File: src/rtl/cpwm_pkg.sv
package cpwm_pkg;
  localparam int unsigned NPAIR_DEF = 3;
  localparam int unsigned CW_DEF    = 16;
  localparam int unsigned DTW_DEF   = 16;

  typedef struct packed {
    logic set_a;
    logic clr_a;
    logic set_b;
    logic clr_b;
  } pair_strobe_t;
endpackage

File: src/rtl/cpwm_dt_counter.sv
module cpwm_dt_counter #(
  parameter int unsigned W = 16
) (
  input  logic         clk,
  input  logic         rst_n,
  input  logic         load_i,
  input  logic [W-1:0] len_i,
  output logic         idle_o
);
  logic [W-1:0] cnt_q, cnt_d;
  logic         cnt_en;

  always_comb begin
    cnt_en = load_i || (cnt_q != '0);
    cnt_d  = cnt_q;
    if (load_i)
      cnt_d = len_i;
    else if (cnt_q != '0)
      cnt_d = cnt_q - 1'b1;
  end

  always_ff @(posedge clk or negedge rst_n) begin
    if (!rst_n)
      cnt_q <= '0;
    else if (cnt_en)
      cnt_q <= cnt_d;
  end

  assign idle_o = (cnt_q == '0);
endmodule

File: src/rtl/cpwm_match_edge.sv
module cpwm_match_edge #(
  parameter int unsigned CW = 16
) (
  input  logic          clk,
  input  logic          rst_n,
  input  logic [CW-1:0] cnt_i,
  input  logic [CW-1:0] val_i,
  output logic          evt_o
);
  logic hit, hit_q;

  assign hit = (cnt_i == val_i);

  always_ff @(posedge clk or negedge rst_n) begin
    if (!rst_n)
      hit_q <= 1'b0;
    else
      hit_q <= hit;
  end

  assign evt_o = hit && !hit_q;
endmodule

File: src/rtl/cpwm_pair.sv
module cpwm_pair
  import cpwm_pkg::*;
#(
  parameter int unsigned DTW = 16
) (
  input  logic           clk,
  input  logic           rst_n,
  input  pair_strobe_t   stb_i,
  input  logic [DTW-1:0] dt_a_i,
  input  logic [DTW-1:0] dt_b_i,
  input  logic           kill_all_i,
  output logic           out_a_o,
  output logic           out_b_o,
  output logic           conflict_o
);
  logic req_a_q, req_b_q, req_a_d, req_b_d;
  logic out_a_q, out_b_q, out_a_d, out_b_d;
  logic req_a_raw, req_b_raw;
  logic idle_a, idle_b;
  logic act_a, act_b, conflict;
  logic kill_a, kill_b;
  logic fall_a, fall_b;

  // A activates only after B's fall; B only after A's fall
  cpwm_dt_counter #(.W(DTW)) u_dt_a (
    .clk(clk), .rst_n(rst_n), .load_i(fall_b), .len_i(dt_a_i), .idle_o(idle_a)
  );
  cpwm_dt_counter #(.W(DTW)) u_dt_b (
    .clk(clk), .rst_n(rst_n), .load_i(fall_a), .len_i(dt_b_i), .idle_o(idle_b)
  );

  always_comb begin
    req_a_raw = (req_a_q || stb_i.set_a) && !stb_i.clr_a;
    req_b_raw = (req_b_q || stb_i.set_b) && !stb_i.clr_b;
    act_a     = req_a_raw && idle_a;
    act_b     = req_b_raw && idle_b;
    conflict  = act_a && act_b;
    // on overlap drop whichever side is already on, or both if neither is
    kill_a    = kill_all_i || (conflict && !out_b_q);
    kill_b    = kill_all_i || (conflict && !out_a_q);
    req_a_d   = req_a_raw && !kill_a;
    req_b_d   = req_b_raw && !kill_b;
    out_a_d   = act_a && !out_b_q && !conflict && !kill_all_i;
    out_b_d   = act_b && !out_a_q && !conflict && !kill_all_i;
    fall_a    = out_a_q && !out_a_d;
    fall_b    = out_b_q && !out_b_d;
  end

  always_ff @(posedge clk or negedge rst_n) begin
    if (!rst_n) begin
      req_a_q <= 1'b0;
      req_b_q <= 1'b0;
      out_a_q <= 1'b0;
      out_b_q <= 1'b0;
    end else begin
      req_a_q <= req_a_d;
      req_b_q <= req_b_d;
      out_a_q <= out_a_d;
      out_b_q <= out_b_d;
    end
  end

  assign out_a_o    = out_a_q;
  assign out_b_o    = out_b_q;
  assign conflict_o = conflict;
endmodule

File: src/rtl/cpwm_deadtime_top.sv
module cpwm_deadtime_top
  import cpwm_pkg::*;
#(
  parameter int unsigned NPAIR = NPAIR_DEF,
  parameter int unsigned CW    = CW_DEF,
  parameter int unsigned DTW   = DTW_DEF
) (
  input  logic                 clk,
  input  logic                 rst_n,
  input  logic [CW-1:0]        cnt_i,
  input  logic [CW-1:0]        chk_val_i,
  input  logic [NPAIR-1:0]     set_a_i,
  input  logic [NPAIR-1:0]     clr_a_i,
  input  logic [NPAIR-1:0]     set_b_i,
  input  logic [NPAIR-1:0]     clr_b_i,
  input  logic [NPAIR*DTW-1:0] dt_a_i,
  input  logic [NPAIR*DTW-1:0] dt_b_i,
  input  logic                 pol_i,
  output logic [2*NPAIR-1:0]   pin_o,
  output logic                 err_irq_o
);
  localparam int unsigned NPIN = 2 * NPAIR;

  logic             rst_meta_q, rst_sync_n;
  logic             chk_evt;
  logic [NPAIR-1:0] conflict;
  logic [NPIN-1:0]  act_lvl;
  logic             err_d, err_q;

  always_ff @(posedge clk or negedge rst_n) begin
    if (!rst_n) begin
      rst_meta_q <= 1'b0;
      rst_sync_n <= 1'b0;
    end else begin
      rst_meta_q <= 1'b1;
      rst_sync_n <= rst_meta_q;
    end
  end

  cpwm_match_edge #(.CW(CW)) u_chk (
    .clk(clk), .rst_n(rst_sync_n), .cnt_i(cnt_i), .val_i(chk_val_i), .evt_o(chk_evt)
  );

  for (genvar p = 0; p < NPAIR; p++) begin : g_pair
    pair_strobe_t stb;
    assign stb = '{set_a: set_a_i[p], clr_a: clr_a_i[p],
                   set_b: set_b_i[p], clr_b: clr_b_i[p]};
    cpwm_pair #(.DTW(DTW)) u_pair (
      .clk        (clk),
      .rst_n      (rst_sync_n),
      .stb_i      (stb),
      .dt_a_i     (dt_a_i[p*DTW +: DTW]),
      .dt_b_i     (dt_b_i[p*DTW +: DTW]),
      .kill_all_i (chk_evt),
      .out_a_o    (act_lvl[2*p]),
      .out_b_o    (act_lvl[2*p+1]),
      .conflict_o (conflict[p])
    );
  end

  assign err_d = chk_evt || (|conflict);

  always_ff @(posedge clk or negedge rst_sync_n) begin
    if (!rst_sync_n)
      err_q <= 1'b0;
    else
      err_q <= err_d;
  end

  assign pin_o     = act_lvl ^ {NPIN{pol_i}};
  assign err_irq_o = err_q;
endmodule

File: config.mk
export PLATFORM = sky130hd
export DESIGN_NAME = cpwm_deadtime_top
export DESIGN_NICKNAME = d
export VERILOG_FILES = /design/src/rtl/cpwm_pkg.sv /design/src/rtl/cpwm_dt_counter.sv /design/src/rtl/cpwm_match_edge.sv /design/src/rtl/cpwm_pair.sv /design/src/rtl/cpwm_deadtime_top.sv
export SDC_FILE = /design/constraint.sdc
export NUM_CORES = 1
export LEC_CHECK = 0
export ABC_AREA = 1
export BUFFER_PORTS_ARGS = -buffer_cell sky130_fd_sc_hd__clkbuf_2
export CAP_MARGIN = 20
export CELL_PAD_IN_SITES_DETAIL_PLACEMENT = 1
export CELL_PAD_IN_SITES_GLOBAL_PLACEMENT = 1
export CORE_ASPECT_RATIO = 1.2
export CORE_UTILIZATION = 36
export DETAILED_ROUTE_END_ITERATION = 10
export PLACE_DENSITY = 0.86
export SETUP_SLACK_MARGIN = 0.3
export SLEW_MARGIN = 30
export SYNTH_ARGS = -nofsm -noshare
export SYNTH_HDL_FRONTEND = slang
export SYNTH_SLANG_ARGS = --single-unit
export TNS_END_PERCENT = 5
File: constraint.sdc
create_clock -name clk -period 3.5 [get_ports clk]
set_input_delay 0.525 -clock clk [delete_from_list [all_inputs] [get_ports clk]]
set_output_delay 0.525 -clock clk [all_outputs]
set_load 0.03 [all_outputs]
# Word level (Yosys, flattened, before mapping)
# Index checks and enable logic that the tools add are counted.
totals:
  ff_bits: 112
  output_inout_bits: 7
  elab_cells: 167
classes:
  addsub: 6
  eq_ne: 1
  n_mux: 12
  bitwise_logic: 1
  reduce_logical: 125
ops:
  columns: ["operator", "n"]
  rows:
  - ["$mux W16", 12]
  - ["$logic_not A16 Y1", 6]
  - ["$reduce_bool A16 Y1", 6]
  - ["$sub A16 B1 Y16 const B", 6]
  - ["$logic_and A1 B1 Y1", 52]
  - ["$logic_not A1 Y1", 29]
  - ["$logic_or A1 B1 Y1", 19]
  - ["$eq A16 B16 Y1", 1]
  - ["$reduce_and A2 Y1", 6]
  - ["$reduce_bool A2 Y1", 6]
  - ["$xor A6 B6 Y6", 1]
  - ["$reduce_or A3 Y1", 1]

# Logic depth before layout (Yosys ltp)
# Gate-level depths: netlist of the first run.
depth:
  depth_word: 11
  ltp_mapped: 14

# Cells and area by module
# From an unflattened synthesis of the first run, not the netlist that was laid out.
unflattened:
  hier_cells: 1249
  area_unflattened_um2: 8705.8
by_module_without_submodules:
  columns: ["module", "n_inst", "cells_each", "area_per_inst_um2", "seq_area_each_um2"]
  rows:
  - ["cpwm_dt_counter", 6, 169, 1218.7, 400.4]
  - ["cpwm_pair", 3, 37, 280.3, 100.1]
  - ["cpwm_match_edge", 1, 92, 369.1, 25.0]
  - ["cpwm_deadtime_top", 1, 32, 183.9, 75.1]

# Worst setup path after synthesis of the first run
# No wires, ideal clock.
synth_timing:
  path_type: "input -> output"
  from: "input pol_i"
  to: "output pin_o[0]"
  arrival_time_ns: 1.322
  required_time_ns: 2.975
  setup_slack_ns: 1.653
  path_stages: 2
  path_buffers: 1
  path_cell_list: "clkbuf_1 > xor2_1"
synth_between:
  elab_chain_cells: 1
synth_lines:
  columns: ["item", "line", "source"]
  rows:
  - ["start: declaration", "cpwm_deadtime_top.sv:18", "input logic pol_i,"]
  - ["$xor A6 B6 Y6", "cpwm_deadtime_top.sv:70", "assign pin_o = act_lvl ^ {NPIN{pol_i}};"]
  - ["end: declaration", "cpwm_deadtime_top.sv:19", "output logic [2*NPAIR-1:0] pin_o,"]
# No other way between the ends.

# Worst setup path after layout of the first run
layout_timing:
  from: "register g_pair[1].u_pair.u_dt_b.cnt_q[0]"
  to: "register g_pair[1].u_pair.u_dt_b.cnt_q[3]"
layout_between:
  elab_chain_cells: 10
  elab_cells_between_ends: 15
  classes_between: "add/sub: 1; mux: 2; reduce/logical: 12"
layout_lines:
  columns: ["item", "line", "source"]
  rows:
  - ["start: declaration", "cpwm_dt_counter.sv:10", "logic [W-1:0] cnt_q, cnt_d;"]
  - ["start signal: assignment", "cpwm_dt_counter.sv:26", "cnt_q <= cnt_d;"]
  - ["branches (longest 10 deep; another with $sub A16 B1 Y16)", null, null]
# Parallel ways; which one is timed is not known. The select of a mux whose other input is x is not followed.
# A chain may end at the register's enable or synchronous reset.

==> results of run 1 <==
## cells in the mapped netlist, types with 4 or more instances
cell type    n
nor3_1      20
xor2_1      61
nand2_4      5
nand4_1     17
nor2_2      21
o21ai_1      4
a21oi_1     23
o21ai_0     28
xnor2_1     18
clkbuf_1     6
nand2_2     11
nand3b_1     6
buf_6        9
dfrtp_1    112
nand2_1    278
nor4_1       5
inv_1      121
buf_4        5
nand3_1    105
ha_1        12
nor2_1     156
## metal layers
layer | vias to the layer above | GRT usage | part of all wire
met5 | - | 0 | 0
met4 | 0 | 0.0573 | 0.014
met3 | 17 | 0.0252 | 0.028
met2 | 98 | 0.381 | 0.53
met1 | 3358 | 0.235 | 0.42
li1 | 3568 | - | -
## sequential cells by signal, indices dropped and copies added, names as in the netlist
register,flops
rst_meta_q,1
u_chk.hit_q,1
err_irq_o,1
g_pair.u_pair.u_dt_b.cnt_q,48
g_pair.u_pair.req_b_q,3
g_pair.u_pair.req_a_q,3
g_pair.u_pair.out_a_o,3
g_pair.u_pair.u_dt_a.cnt_q,48
g_pair.u_pair.out_b_o,3
rst_sync_n,1
## power by group through the flow
stage          combinational [µW]  sequential, µW  clock [µW]
2_1_floorplan                1230            1960           0
3_3_place_gp                 1520            2020           0
3_5_place_dp                 1580            2040           0
4_1_cts                      1600            2020        1180
5_1_grt                      1840            2070        1220
6_report                     1580            2010        1150
## through the flow
| stage | area [µm²] | utilization | hold WS [ns] |
|---|---|---|---|
| 2_1_floorplan | 7450 | - | 0.229 |
| 3_3_place_gp | 8380 | 0.414 | 0.312 |
| 3_5_place_dp | 8380 | 0.414 | 0.313 |
| 6_report | 8710 | 0.430 | 0.357 |
| 4_1_cts | 8710 | 0.430 | 0.345 |
| 5_1_grt | 8710 | 0.430 | 0.367 |
## area by class of cell
| cell class | count | share of cell area |
|---|---|---|
| clock buffers | 10 | 0.0263 |
| clock inverters | 6 | 0.0103 |
| well taps | 265 | 0.0381 |
| multi-input cells | 793 | 0.461 |
| flip-flops and latches | 112 | 0.322 |
| inverters | 123 | 0.0532 |
| repair buffers | 151 | 0.0891 |
## kinds of logic after synthesis
group                      after synthesis  share of synthesized area
AOI/OAI and AO/OA                       68                     0.0521
xor gates and xnor gates                79                     0.0929
adders and majority gates               12                     0.0202
buffers and inverters                  145                     0.0850
DFF                                    112                      0.376
other                                    1                   0.000503
and+or+nand+nor                        633                      0.373
## critical path, stage by stage (launching register included)
cell     delay [ns]
dfrtp_1        0.38
inv_1          0.14
ha_1           0.21
nand3_1        0.08
nor2_1         0.13
nand2_1        0.31
nor2_1         0.23
nor2_1         0.10
nand2_1        0.11
nand2_1        0.42
o21ai_1        0.28
inv_1          0.06
## how the worst max path moves through the flow
stage	end	start	cells past startpoint
2_1_floorplan	err_irq_o$_DFF_PN0_	rst_sync_n$_DFF_PN0_	0
3_3_place_gp	g_pair[1].u_pair.u_dt_b.cnt_q[3]$_DFFE_PN0P_	chk_val_i[2]	12
3_5_place_dp	g_pair[1].u_pair.u_dt_b.cnt_q[3]$_DFFE_PN0P_	g_pair[1].u_pair.u_dt_b.cnt_q[0]$_DFFE_PN0P_	11
4_1_cts	g_pair[1].u_pair.u_dt_b.cnt_q[3]$_DFFE_PN0P_	g_pair[1].u_pair.u_dt_b.cnt_q[0]$_DFFE_PN0P_	11
5_1_grt	g_pair[1].u_pair.u_dt_b.cnt_q[3]$_DFFE_PN0P_	g_pair[1].u_pair.u_dt_b.cnt_q[0]$_DFFE_PN0P_	11
6_report	g_pair[1].u_pair.u_dt_b.cnt_q[3]$_DFFE_PN0P_	g_pair[1].u_pair.u_dt_b.cnt_q[0]$_DFFE_PN0P_	11
## repair_timing
action | in CTS | in global routing
hold endpoints to repair | 2 | 0
hold buffers | 1 | 0
endpoints found under the setup margin | 0 | 0
==> impl_metrics.tcl, run 1 <==
set metrics [dict create \
    setup_viol 0 \
    clkPwrFrac 0.242 \
    route.vias.total 7041 \
    coreArea_um2 20300 \
    die_area_um2 21300 \
    ys_seq_area_frac 0.376 \
    insertion_delay_ns 0.36 \
    final_layout_size_suffix_gt1_frac 0.182 \
    relSlewSlack 0.480 \
    grtUsageTotal 0.202 \
    num_io_pins 150 \
    pwr-share-seq 0.425 \
    cts-buffers-inserted 9 \
    tightest_slew_ns 0.781 \
    crit_type "flop to flop" \
    ant_nets 0 \
    rows 57 \
    place.gp.congestion 0.840 \
    internal_power_uw 2980 \
    synth-edff-count 0 \
    maxCapViolations 0 \
    rsz0062_at_grt "false" \
    synthCells 1050 \
    peakVddDrop_mv 0.248 \
    diodes 0 \
    synth_fp_nets 1205 \
    synth_area_leader_cell "dfrtp_1" \
    grt_pass1_wl_um 35100 \
    period_needed_ns 2.58 \
    end_kind "flop" \
    max_freq_ghz 0.388 \
    power.density_nw_per_um2 544 \
    whs_path_depth 3 \
    netlist_area_um2 7450 \
    area_delta_synth_final_pct 16.9 \
    r2r_start "g_pair[1].u_pair.u_dt_b.cnt_q[0]$_DFFE_PN0P_" \
    r2r-end "g_pair[1].u_pair.u_dt_b.cnt_q[3]$_DFFE_PN0P_" \
    synth_top_area_frac 0.376 \
    register_area_um2 2810 \
    period_share 0.737 \
    initialDrtViolationCount 160 \
    reg2reg_slack_ns 0.92 \
    tns_ns 0 \
    wl_per_cell_um 13.7 \
    dominantRegCellSynth "dfrtp_1" \
    grt_max_degree 57 \
    dp_hpwl_um 15700 \
    pwr-share-comb 0.333 \
    netSwitchingFraction 0.371 \
    outcome "finished, final reports clean" \
    via_per_inst 4.82 \
    yosysUniqueCellTypes 41 \
    finalNonFillerCells 1460 \
    die_w_um 133 \
    power_uw 4740 \
    startpoint_type "flop" \
    port_buffers 149 \
    min_path_type "input port to flop" \
    r2r_cells 11 \
    timing.final.ws_setup_ns 0.921 \
    hp-start "dt_a_i[7]" \
    path_clk_slew_ns 0.08 \
    firstDrtPassIters 4 \
    multi_input_area_um2 4010 \
    placed_cells 1443 \
    post_cts_buffers 0 \
    clock_sinks 112 \
    cts.repair.resized 0 \
    cts_tree "yes" \
    pre_cts_ws_ns 0.943 \
    layout_commonest_cell "nand2_1" \
    hold_end "g_pair[0].u_pair.u_dt_a.cnt_q[7]$_DFFE_PN0P_" \
    drcViolationCount 0 \
    fin_skew_ns 0.0151 \
    overflow 0 \
    arrival_ns 2.82 \
    clockBufferDepth 2 \
    fill_cells 2669 \
    drv_slew 0 \
    avgSynthCellArea_um2 7.09 \
    start_util 0.368 \
    layout_common_cells "nand2_1 (278), nor2_1 (156), clkbuf_2 (149)" \
    nets 1345 \
    worstPathMaxFanout 20 \
    grt_pass1_vias 7607 \
    wl_um 20100 \
    p_leak_uw 0.00452 \
    hold_violations 0 \
    async_reset_ff_frac 1.00 \
    cts_max_level 3 \
    yosys_warnings 0 \
    ys_top_cells_by_area "dfrtp_1 (38%), nand2_1 (14%), nor2_1 (7.9%), xor2_1 (7.2%), nand3_1 (7.1%)" \
    p_sw_uw 1760 \
    antenna_found_initial 0 \
    ctsRootBufferMaster "clkbuf_16" \
    die_y_um 160 \
    synth-seq-cells 112 \
    crit_required_ns 3.74 \
]
Note: power is estimated with default switching activity, not from simulation.
==> inputs of run 2 (changes only) <==
Clock period 3.5 ns to 2.1 ns, I/O delays scaled along.
==> run 2 against run 1 <==
  * Clock power grew 44%
  * Critical endpoint unchanged
  * Maximum frequency grew 35%
  * Highest routed layer is now met5
  * Via count grew 8.2%
  * Global-route usage grew 2.3 points
  * Sequential share of layout area shrank 3.6 points
  * First-iteration DRC count grew 11%
  * Cell count grew 5.3%
  * Core utilization grew 5.4 points
==> impl_metrics.tcl, run 2 (same netlist as run 1, synthesis figures left out) <==
set metrics [dict create \
    path_clk_slew_ns 0.08 \
    antenna_found_initial 3 \
    final_layout_size_suffix_gt1_frac 0.296 \
    rsz0062_at_grt "true" \
    register_area_um2 2810 \
    critPathLaunch "g_pair[1].u_pair.u_dt_a.cnt_q[1]$_DFFE_PN0P_" \
    ctsRootBufferMaster "clkbuf_16" \
    area_delta_synth_final_pct 31.6 \
    outcome "finished, final reports clean" \
    max_freq_ghz 0.524 \
    p_leak_uw 0.00493 \
    rows 57 \
    tns_ns 0 \
    maxCapViolations 0 \
    utilization 0.484 \
    r2r_start "g_pair[1].u_pair.u_dt_a.cnt_q[1]$_DFFE_PN0P_" \
    dpl_cell_area_um2 8610 \
    grt_pass1_wl_um 38800 \
    fill_cells 2564 \
    layout_commonest_cell "nand2_1" \
    pwr-share-seq 0.412 \
    worstPathMaxFanout 10 \
    grt_pass1_vias 8359 \
    power.density_nw_per_um2 848 \
    num_io_pins 150 \
    overflow 0 \
    min_path_type "input port to flop" \
    cts_tree "yes" \
    period_share 0.909 \
    r2r_cells 12 \
    pwr-share-comb 0.388 \
    drv_slew 0 \
    coreArea_um2 20300 \
    die_w_um 133 \
    pre_cts_ws_ns -0.0141 \
    layout_common_cells "nand2_1 (262), clkbuf_2 (149), nor2_1 (120)" \
    r2r-end "g_pair[1].u_pair.u_dt_b.cnt_q[3]$_DFFE_PN0P_" \
    die_y_um 160 \
    clock_sinks 112 \
    setup_viol 0 \
    endpoint "g_pair[1].u_pair.u_dt_b.cnt_q[3]$_DFFE_PN0P_" \
    fin_skew_ns 0.00764 \
    start_util 0.368 \
    timing.final.ws_setup_ns 0.192 \
    drcViolationCount 0 \
    biggestRegsByFlops "g_pair.u_pair.u_dt_a.cnt_q: 48 flops, g_pair.u_pair.u_dt_b.cnt_q: 48 flops" \
    netSwitchingFraction 0.389 \
    nets 1422 \
    port_buffers 149 \
    arrival_ns 2.15 \
    clockBufferDepth 2 \
    p_sw_uw 3240 \
    hp-start "dt_b_i[37]" \
    final_cell_area_um2 9810 \
    end_kind "flop" \
    firstDrtPassIters 5 \
    internal_power_uw 5080 \
    route.vias.total 7620 \
    holdWs_ns 0.159 \
    cts_max_level 3 \
    insertion_delay_ns 0.35 \
    clkPwrFrac 0.200 \
    reg2reg_slack_ns 0.19 \
    initialDrtViolationCount 177 \
    ant_nets 0 \
    wl_um 23600 \
    multi_input_area_um2 4460 \
    crit_required_ns 2.34 \
    hold_violations 0 \
    wl_per_cell_um 15.4 \
    via_per_inst 4.95 \
    place.gp.congestion 0.875 \
    peakVddDrop_mv 0.520 \
    die_area_um2 21300 \
    period_needed_ns 1.91 \
    grtUsageTotal 0.225 \
    dp_hpwl_um 16200 \
    cts-buffers-inserted 9 \
    startpoint_type "flop" \
    grt_max_degree 47 \
    crit_type "flop to flop" \
]
==> run 2: cell count changes in the layout (fill, tap and decap cells not counted), moves of 11 or more <==
cell     delta
inv_1      -11
buf_4      +62
nor2_2     +18
nor2_1     -36
nand2_1    -16
nor2_4     +18
==> run 2: cell type report <==
| cell class | count | share of cell area |
|---|---|---|
| diodes | 1 | 0.000255 |
| clock inverters | 5 | 0.00332 |
| repair buffers | 224 | 0.148 |
| flip-flops and latches | 112 | 0.287 |
| well taps | 265 | 0.0338 |
| inverters | 123 | 0.0480 |
| clock buffers | 11 | 0.0248 |
| multi-input cells | 797 | 0.455 |
==> run 2: power by group through the flow <==
stage | Clock (µW) | Combinational (µW) | Sequential, µW
floorplan | 0 | 2050 | 3260
global placement | 0 | 2580 | 3350
detailed placement | 0 | 2710 | 3390
CTS | 1720 | 2910 | 3370
global route | 1790 | 3680 | 3520
finish | 1660 | 3230 | 3430
==> run 2: how the worst min path moves through the flow <==
stage | to | cells past startpoint
after floorplan | rst_meta_q$_DFF_PN0_ | 0
after global placement | rst_meta_q$_DFF_PN0_ | 1
after detailed placement | rst_meta_q$_DFF_PN0_ | 1
after CTS | g_pair[2].u_pair.u_dt_b.cnt_q[3]$_DFFE_PN0P_ | 3
after global routing | g_pair[0].u_pair.u_dt_b.cnt_q[10]$_DFFE_PN0P_ | 3
final | g_pair[2].u_pair.u_dt_b.cnt_q[5]$_DFFE_PN0P_ | 3
==> run 2: layer usage <==
layer	wire (µm)	GRT usage	up-vias	share of wire
met3	767	0.0334	42	0.032
met5	26	0	-	0.0011
met4	516	0.0806	4	0.022
li1	-	-	3734	-
met1	9360	0.252	3699	0.40
met2	13000	0.425	141	0.55
==> run 2: stage by stage <==
| stage | power, µW | cells |
|---|---|---|
| finish | 8320 | 1538 |
| global route | 8990 | 1537 |
| CTS | 8000 | 1518 |
| detailed placement | 6100 | 1469 |
| global placement | 5940 | 1469 |
| floorplan | 5310 | 1050 |
==> run 2: timing repair <==
action / in CTS / in global routing
gates resized for setup: 55 / 80
endpoints found under the hold margin: 2 / 0
setup endpoints to repair: 86 / 100
buffers inserted: 26 / 18
gates cloned: 6 / 1
pin swaps: 22 / 41
hold buffers: 1 / 0
==> run 2: critical path, stage by stage, from the launching register on <==
cell and delay [ns]:
dfrtp_1 0.40, inv_2 0.10, ha_4 0.16, nand3_4 0.08
nor2_4 0.11, nand4_1 0.20, nor2_4 0.17, nand2_2 0.09
nand2_4 0.12, buf_12 0.15, nand2_1 0.06, o21ai_1 0.09
inv_1 0.06
